[src/rtl/rf_pkg.sv]
package rf_pkg;

  localparam int RF_WW = 16;

  typedef enum logic [1:0] {
    WOP_LOAD = 2'd0,
    WOP_ADD  = 2'd1,
    WOP_SUB  = 2'd2,
    WOP_NONE = 2'd3
  } wop_mode_e;

  // 16-bit pair arithmetic, wraps modulo 2^16
  function automatic logic [RF_WW-1:0] word_next(
    input wop_mode_e      mode,
    input logic [RF_WW-1:0] cur,
    input logic [RF_WW-1:0] load_val,
    input logic [RF_WW-1:0] k
  );
    logic [RF_WW-1:0] r;
    case (mode)
      WOP_LOAD: r = load_val;
      WOP_ADD:  r = cur + k;
      WOP_SUB:  r = cur - k;
      default:  r = cur;
    endcase
    return r;
  endfunction

endpackage

[src/rtl/rf_imm_guard.sv]
module rf_imm_guard #(
  parameter int AW        = 5,
  parameter int IMM_FLOOR = 16
) (
  input  logic          bwr_en,
  input  logic          bwr_imm,
  input  logic [AW-1:0] bwr_addr,
  output logic          byte_ok,
  output logic          imm_bad
);
  logic below_floor;

  always_comb begin
    below_floor = (bwr_addr < AW'(IMM_FLOOR));
    imm_bad     = bwr_en && bwr_imm && below_floor;
    byte_ok     = bwr_en && !imm_bad;
  end
endmodule

[src/rtl/rf_write_merge.sv]
module rf_write_merge #(
  parameter int NREG = 32,
  parameter int DW   = 8,
  parameter int AW   = 5
) (
  input  logic                     byte_ok,
  input  logic [AW-1:0]            bwr_addr,
  input  logic [DW-1:0]            bwr_data,
  input  logic                     word_en,
  input  logic [AW-1:0]            word_base,
  input  logic [2*DW-1:0]          word_val,
  input  logic                     mul_en,
  input  logic [2*DW-1:0]          mul_product,
  output logic [NREG-1:0]          we,
  output logic [NREG-1:0][DW-1:0]  wd
);
  for (genvar i = 0; i < NREG; i++) begin : g_reg
    logic byte_hit, word_lo, word_hi, mul_lo, mul_hi;
    always_comb begin
      byte_hit = byte_ok && (bwr_addr == AW'(i));
      word_lo  = word_en && (word_base == AW'(i));
      word_hi  = word_en && (word_base + AW'(1) == AW'(i));
      mul_lo   = mul_en && (i == 0);
      mul_hi   = mul_en && (i == 1);
      we[i]    = byte_hit | word_lo | word_hi | mul_lo | mul_hi;
      // priority: multiply, then word, then byte
      if (mul_lo)       wd[i] = mul_product[DW-1:0];
      else if (mul_hi)  wd[i] = mul_product[2*DW-1:DW];
      else if (word_lo) wd[i] = word_val[DW-1:0];
      else if (word_hi) wd[i] = word_val[2*DW-1:DW];
      else              wd[i] = bwr_data;
    end
  end
endmodule

[src/rtl/rf_bank.sv]
module rf_bank #(
  parameter int NREG = 32,
  parameter int DW   = 8
) (
  input  logic                    clk,
  input  logic                    rst_n,
  input  logic [NREG-1:0]         we,
  input  logic [NREG-1:0][DW-1:0] wd,
  output logic [NREG-1:0][DW-1:0] q
);
  for (genvar i = 0; i < NREG; i++) begin : g_cell
    always_ff @(posedge clk or negedge rst_n) begin
      if (!rst_n)     q[i] <= '0;
      else if (we[i]) q[i] <= wd[i];
    end
  end
endmodule

[src/rtl/pair_regfile.sv]
module pair_regfile #(
  parameter int NREG = 32,
  parameter int DW   = 8,
  parameter int KW   = 6
) (
  input  logic            clk,
  input  logic            rst_n,
  input  logic [4:0]      rd_a_addr,
  output logic [7:0]      rd_a_data,
  input  logic [4:0]      rd_b_addr,
  output logic [7:0]      rd_b_data,
  input  logic            bwr_en,
  input  logic            bwr_imm,
  input  logic [4:0]      bwr_addr,
  input  logic [7:0]      bwr_data,
  output logic            imm_illegal,
  input  logic [1:0]      wop_sel,
  input  logic [1:0]      wop_mode,
  input  logic [15:0]     wop_data,
  input  logic [KW-1:0]   wop_k,
  output logic [15:0]     wrd_data,
  input  logic            mul_en,
  input  logic [15:0]     mul_product,
  output logic [15:0]     x_ptr,
  output logic [15:0]     y_ptr,
  output logic [15:0]     z_ptr
);
  import rf_pkg::*;

  localparam int AW        = $clog2(NREG);
  localparam int WW        = 2 * DW;
  localparam int PAIR_BASE = NREG - 8;
  localparam int X_LO      = NREG - 6;
  localparam int Y_LO      = NREG - 4;
  localparam int Z_LO      = NREG - 2;

  logic [NREG-1:0][DW-1:0] regs_q;
  logic [NREG-1:0][DW-1:0] reg_wd;
  logic [NREG-1:0]         reg_we;
  logic                    byte_ok;
  logic                    word_en;
  logic [AW-1:0]           word_base;
  logic [WW-1:0]           word_cur;
  logic [WW-1:0]           word_val;
  wop_mode_e               wmode;

  rf_imm_guard #(.AW(AW), .IMM_FLOOR(NREG/2)) u_guard (
    .bwr_en   (bwr_en),
    .bwr_imm  (bwr_imm),
    .bwr_addr (bwr_addr),
    .byte_ok  (byte_ok),
    .imm_bad  (imm_illegal)
  );

  always_comb begin
    wmode     = wop_mode_e'(wop_mode);
    word_en   = (wmode != WOP_NONE);
    word_base = AW'(PAIR_BASE) + {wop_sel, 1'b0};
    word_cur  = {regs_q[word_base + AW'(1)], regs_q[word_base]};
    word_val  = word_next(wmode, word_cur, wop_data, WW'(wop_k));
  end

  rf_write_merge #(.NREG(NREG), .DW(DW), .AW(AW)) u_merge (
    .byte_ok     (byte_ok),
    .bwr_addr    (bwr_addr),
    .bwr_data    (bwr_data),
    .word_en     (word_en),
    .word_base   (word_base),
    .word_val    (word_val),
    .mul_en      (mul_en),
    .mul_product (mul_product),
    .we          (reg_we),
    .wd          (reg_wd)
  );

  rf_bank #(.NREG(NREG), .DW(DW)) u_bank (
    .clk   (clk),
    .rst_n (rst_n),
    .we    (reg_we),
    .wd    (reg_wd),
    .q     (regs_q)
  );

  always_comb begin
    rd_a_data = regs_q[rd_a_addr];
    rd_b_data = regs_q[rd_b_addr];
    wrd_data  = word_cur;
    x_ptr     = {regs_q[X_LO+1], regs_q[X_LO]};
    y_ptr     = {regs_q[Y_LO+1], regs_q[Y_LO]};
    z_ptr     = {regs_q[Z_LO+1], regs_q[Z_LO]};
  end
endmodule

[config.mk]
export PLATFORM = sky130hd
export DESIGN_NAME = pair_regfile
export DESIGN_NICKNAME = d
export VERILOG_FILES = /design/src/rtl/rf_pkg.sv /design/src/rtl/rf_imm_guard.sv /design/src/rtl/rf_write_merge.sv /design/src/rtl/rf_bank.sv /design/src/rtl/pair_regfile.sv
export SDC_FILE = /design/constraint.sdc
export NUM_CORES = 1
export LEC_CHECK = 0
export ABC_AREA = 0
export ABC_CLOCK_PERIOD_IN_PS = 2800
export BUFFER_PORTS_ARGS = -buffer_cell sky130_fd_sc_hd__clkbuf_2
export CAP_MARGIN = 5
export CORE_MARGIN = 4
export CORE_UTILIZATION = 42
export DETAILED_ROUTE_END_ITERATION = 16
export GPL_TIMING_DRIVEN = 1
export HOLD_SLACK_MARGIN = 0.08
export MAX_ROUTING_LAYER = met4
export PLACE_DENSITY = 0.72
export SLEW_MARGIN = 20
export SYNTH_ARGS = -nofsm -noshare
export SYNTH_HDL_FRONTEND = slang
export SYNTH_SLANG_ARGS = --single-unit
[constraint.sdc]
create_clock -name clk -period 2.8 [get_ports clk]
set_clock_uncertainty 0.15 [all_clocks]
set_input_delay 0.28 -clock clk [delete_from_list [all_inputs] [get_ports clk]]
set_output_delay 0.28 -clock clk [all_outputs]
set_load 0.02 [all_outputs]
Word level (Yosys, flattened, before mapping)

Index checks and enable logic that the tools add are counted.

Logic and storage cells: 382
Flip-flop bits (word level): 256

Equal/unequal tests: 96
Bitwise operators: 66
Reduce and logical (&&, ||, !) cells: 104
$lt $le $gt $ge: 5
Add/subtract/negate cells: 4
Muxes and demuxes: 75

Operators with widths:

| cell                                                                   | number |
|---|---|
| 8-bit two-way mux                                                      | 70 |
| 5-bit equality test (second input constant)                            | 48 |
| 8-bit binary-select mux with 5-bit select                              | 4 |
| 5-bit by 4-bit equality test with 1-bit output (second input constant) | 24 |
| 1-bit logical AND                                                      | 99 |
| 1-bit OR                                                               | 66 |
| 5-bit by 3-bit equality test with 1-bit output (second input constant) | 12 |
| 16-bit case mux with 3 select lines                                    | 1 |
| 5-bit by 2-bit equality test with 1-bit output (second input constant) | 6 |
| 5-bit by 6-bit < comparator with 1-bit output (second input constant)  | 4 |
| 16-bit by 6-bit adder with 16-bit output                               | 1 |
| 16-bit by 6-bit subtractor with 16-bit output                          | 1 |
| 5-bit by 1-bit equality test with 1-bit output (second input constant) | 3 |
| 5-bit zero test                                                        | 3 |
| 4-bit by 4-bit adder with 5-bit output (first input constant)          | 1 |
| 5-bit by 1-bit adder with 5-bit output (second input constant)         | 1 |
| 5-bit < comparator (second input constant)                             | 1 |
| 2-bit by 1-bit equality test with 1-bit output (second input constant) | 1 |
| 2-bit equality test (second input constant)                            | 1 |
| 2-bit zero test                                                        | 1 |
| 2-bit != test (second input constant)                                  | 1 |
| 1-bit zero test                                                        | 1 |

Logic depth before layout (Yosys ltp)

Word-level depth: 9
Depth in mapped cells: 12
Depth with buffers taken out: 11

Hierarchy

From an unflattened synthesis, not the netlist that was laid out.

Cells, all modules: 2,121
Area, all modules: 22,228.8 um^2

Modules (own cells, without submodules):

| module         | sequential area each (um^2) | area each (um^2) | instances | cells each |
|---|---|---|---|---|
| rf_bank        | 6,406.1                     | 9,649.3          | 1         | 544 |
| rf_write_merge | 0.0                         | 6,817.8          | 1         | 1,136 |
| pair_regfile   | 0.0                         | 5,744.3          | 1         | 438 |
| rf_imm_guard   | 0.0                         | 17.5             | 1         | 3 |

Least setup slack after synthesis

OpenSTA, ideal clock, no wires.

Path kind: input-to-reg
From: input port wop_sel[0]
To: register u_bank.q[206] (netlist bit)
Stages: 10
Buffers on the path: 2
Arrival time: 3.043 ns
Slack: -0.542 ns
Cells stage by stage: buf_2 -> buf_2 -> mux4_2 -> ha_1 -> a21o_1 -> a21o_1 -> o21ai_0 -> o221a_2 -> xor2_1 -> a31oi_1

Elaborated cells on any way between the ends: 17

RTL lines:

| what                                                                                                      | line                       | RTL |
|---|---|---|
| from (decl)                                                                                               | pair_regfile.sv:17         | `input logic [1:0] wop_sel,` |
| 4-bit by 4-bit adder with 5-bit output (*)                                                                | pair_regfile.sv:58         | `word_base = AW'(PAIR_BASE) + {wop_sel, 1'b0};` |
| 8-bit binary-select mux with 5-bit select (*)                                                             | pair_regfile.sv:59         | `word_cur = {regs_q[word_base + AW'(1)], regs_q[word_base]};` |
| 8-bit two-way mux (implied by the code) (*)                                                               | pair_regfile.sv:59         |  |
| via wrd_data[4]                                                                                           | pair_regfile.sv:21         | `output logic [15:0] wrd_data,` |
| 16-bit by 6-bit subtractor with 16-bit output or 16-bit by 6-bit adder with 16-bit output (tied branches) | rf_pkg.sv:23, rf_pkg.sv:22 |  |
| 16-bit case mux with 3 select lines (*)                                                                   | rf_pkg.sv:20               | `case (mode)` |
| 8-bit two-way mux                                                                                         | rf_write_merge.sv:30       | `else if (word_hi) wd[i] = word_val[2*DW-1:DW];` |
| 8-bit two-way mux (*)                                                                                     | rf_write_merge.sv:29       | `else if (word_lo) wd[i] = word_val[DW-1:0];` |
| to (signal, indexed assignment)                                                                           | rf_bank.sv:14              | `else if (we[i]) q[i] <= wd[i];` |
| to (decl)                                                                                                 | rf_bank.sv:9               | `output logic [NREG-1:0][DW-1:0] q` |

The timed path passes the listed nets; every way through them passes the cells marked *. The select of a mux whose other input is x is not followed.
A chain may end at the register's enable or synchronous reset.

Worst setup path after layout

From: register u_bank.q[254] (netlist bit)
To: output port rd_a_data[6]

Longest elaborated chain between the ends: 2

Ends and longest elaborated chain:

| what                                      | line               | RTL |
|---|---|---|
| 8-bit binary-select mux with 5-bit select | pair_regfile.sv:85 | `rd_a_data = regs_q[rd_a_addr];` |
| 8-bit two-way mux (implied by the code)   | pair_regfile.sv:85 |  |
| to (decl)                                 | pair_regfile.sv:9  | `output logic [7:0] rd_a_data,` |

No other way between the ends. The select of a mux whose other input is x is not followed.

==> out/metrics.csv <==
metric;value;unit
dr.pass1.iters;5;
cp.required;2370;ps
place_area;19000;um2
cts.sinks;256;
crit_chain;buf_6 > mux4_2 > mux4_2 > mux2_4 > buf_8;
p_sw;5400;uW
path_buf_inv;2;
fp.coreArea;38800;um2
synth_edf_count;0;
synth_top_area_share;38.7;%
antenna_found_initial;1;
layout_commonest_cell;dfrtp_1;
synthFlopType;dfrtp_1;
crit_fanout;3;
clk_latency;550;ps
rsz0062_at_grt;true;
grt_max_degree;78;
cp_top_family;multiplexers;
gp_congestion;0.946;
ant_nets;0;
status;finished, violations left;
cts_tree;yes;
cellPowerDensity;739;nW/um2
ir_worst_vdd;0.611;mV
cts_buffers;27;
layout_setup_ws;-201;ps
syn_avg_cell_area;13.1;um2
syn_inst;1269;
cap_violations;0;
yosysSeqAreaShare;38.7;%
cp_slowest_cell;mux4_2;
grt_pass1_vias;13749;
intPower;10400;uW
tns;-4740;ps
die_w;207;um
synth_warnings;0;
crit_type;flip-flop to output port;
dr_total_vias;13043;
nets;1656;
die-area;42700;um2
clk_path_buf_depth;3;
worst_setup_path_end_kind;output port;
leakage;0.00938;uW
max-slew-margin-rel;41.4;%
regMostFlops;u_bank.q;
slowest_delay;550;ps
finalMaxSlewViolations;0;
synth_nets;1360;
synth-async-reset-ratio;100;%
largest_reg_flops;256;
path_clk_slew;60;ps
crit_top_cell;mux4_2;
period_minus_slack;3000;ps
setup-violations-final;48;
grt_pass1_wl;83.6;mm
setup.reg_to_reg.worst_slack;-130;ps
rows;72;
start_kind;flip-flop;
post-route-util;54.9;%
dieHeight;207;um
initial_core_util;42.7;%
p_clk_share;23.4;%
pwr-share-seq;31.4;%
io_pins;151;
worst_pin_slew;879;ps
cts.htree.levels;1;
post-dp-hpwl;38.3;mm
largestRegisters;u_bank.q: 256 flops;
hold_viol;0;
synth_cell_types;52;
port_buffers;150;
cp_data_arrival_time;2570;ps
period_share;107;%
violations;setup timing;
grtUsageTotal;26.5;%
synth_top_area_cell;dfrtp_1;
final_area;21300;um2
synth-seq-cells;256;
final_cell_mix;dfrtp_1, mux2_2, buf_4, mux4_2, clkbuf_2;
area_growth;28.8;%
comb_power_share;45.2;%
routed_wl;54.6;mm
drive_gt1_share;57.2;%
grt.overflow.total;0;
synth_area;16600;um2
clock.fmax;333;MHz
switching_share;34.3;%
wire_per_inst;25.9;um
route.detailed.drc;0;
root_buffer;clkbuf_16;
dp_worst_setup_slack;-428;ps
via_per_inst;6.20;
synth.area.top_cells;dfrtp_1, mux4_2, mux2_2;
drt_iter0_markers;1205;
hp-class;input port to flip-flop;
[final timing paths]
path,from,endpoint,depth (start not counted)
max,u_bank.q[254]$_DFFE_PN0P_,rd_a_data[6],5
min,wop_data[6],u_bank.q[230]$_DFFE_PN0P_,6
max reg2reg,u_bank.q[224]$_DFFE_PN0P_,u_bank.q[232]$_DFFE_PN0P_,13
min reg2reg,u_bank.q[120]$_DFFE_PN0P_,u_bank.q[120]$_DFFE_PN0P_,1
max in group asynchronous,rst_n,u_bank.q[247]$_DFFE_PN0P_,3
min in group asynchronous,rst_n,u_bank.q[11]$_DFFE_PN0P_,2
[cell families (layout without fill, tap and decap cells)]
group           Yosys count  after routing  share of synthesized area (%)
flops                   256            256                           38.7
buf+inv                 174            490                           5.67
compound gates          196            196                           7.15
mux                     433            433                           41.1
fa+ha+maj                21             21                           1.63
simple gates            177            177                           5.15
xor+xnor                 12             12                          0.634
other cells               0              1                              0
[power groups by stage]
stage | clock [uW] | combinational, uW | sequential [uW]
2_1_floorplan | 0 | 3710 | 4870
3_3_place_gp | 0 | 5820 | 4900
3_5_place_dp | 0 | 5920 | 4960
4_1_cts | 3710 | 6640 | 4920
5_1_grt | 3870 | 7520 | 5020
6_report | 3680 | 7130 | 4950
[worst reg2reg max path, stage by stage (launching register included)]
cell	delay (ps)
dfrtp_1	400
buf_6	120
mux4_2	490
inv_4	110
ha_4	140
fa_2	230
nor2b_4	70
o2111a_2	280
o21ai_4	180
buf_4	140
and3_1	140
o21ai_1	70
buf_4	180
a31oi_1	160
[metal layers]
metal	GRT usage [%]	vias up	part of all wire, %
met4	7.98	0	3.5
met2	42.6	737	49
li1	-	5443	-
met3	4.95	128	9.1
met1	34.6	6735	39
met5	-	-	0
[stage by stage]
step	power, uW	instances	hold WS (ps)
global route	16400	2104	110
finish	15800	2104	89.5
detailed placement	10900	1977	152
global placement	10700	1977	149
floorplan	8580	1269	-166
CTS	15300	2093	81.2
[repair_timing]
action | in CTS | in global routing
hold buffers | 30 | 0
buffers inserted | 37 | 12
hold endpoints to repair | 233 | 0
gates resized for setup | 122 | 64
pin swaps | 17 | 40
endpoints found under the setup margin | 48 | 66
[cell type report]
cell class	count	area, um2
diodes	1	2.50
well taps	518	648
multi-input cells	839	9800
fillers	3088	17500
clock inverters	8	93.8
flip-flops and latches	256	6410
clock buffers	41	808
repair buffers	427	3520
inverters	14	55.1
[Yosys cell counts, drive strengths merged, types with 17 or more instances]
cell type,n
dfrtp,256
mux2,216
mux4,176
buf,92
clkbuf,68
nand2,62
o21ai,57
a21oi,56
mux2i,41
nor2,38
a31oi,26
nor2b,25
ha,20
a211oi,18
nand3,17
(Power assumes the default switching activity.)
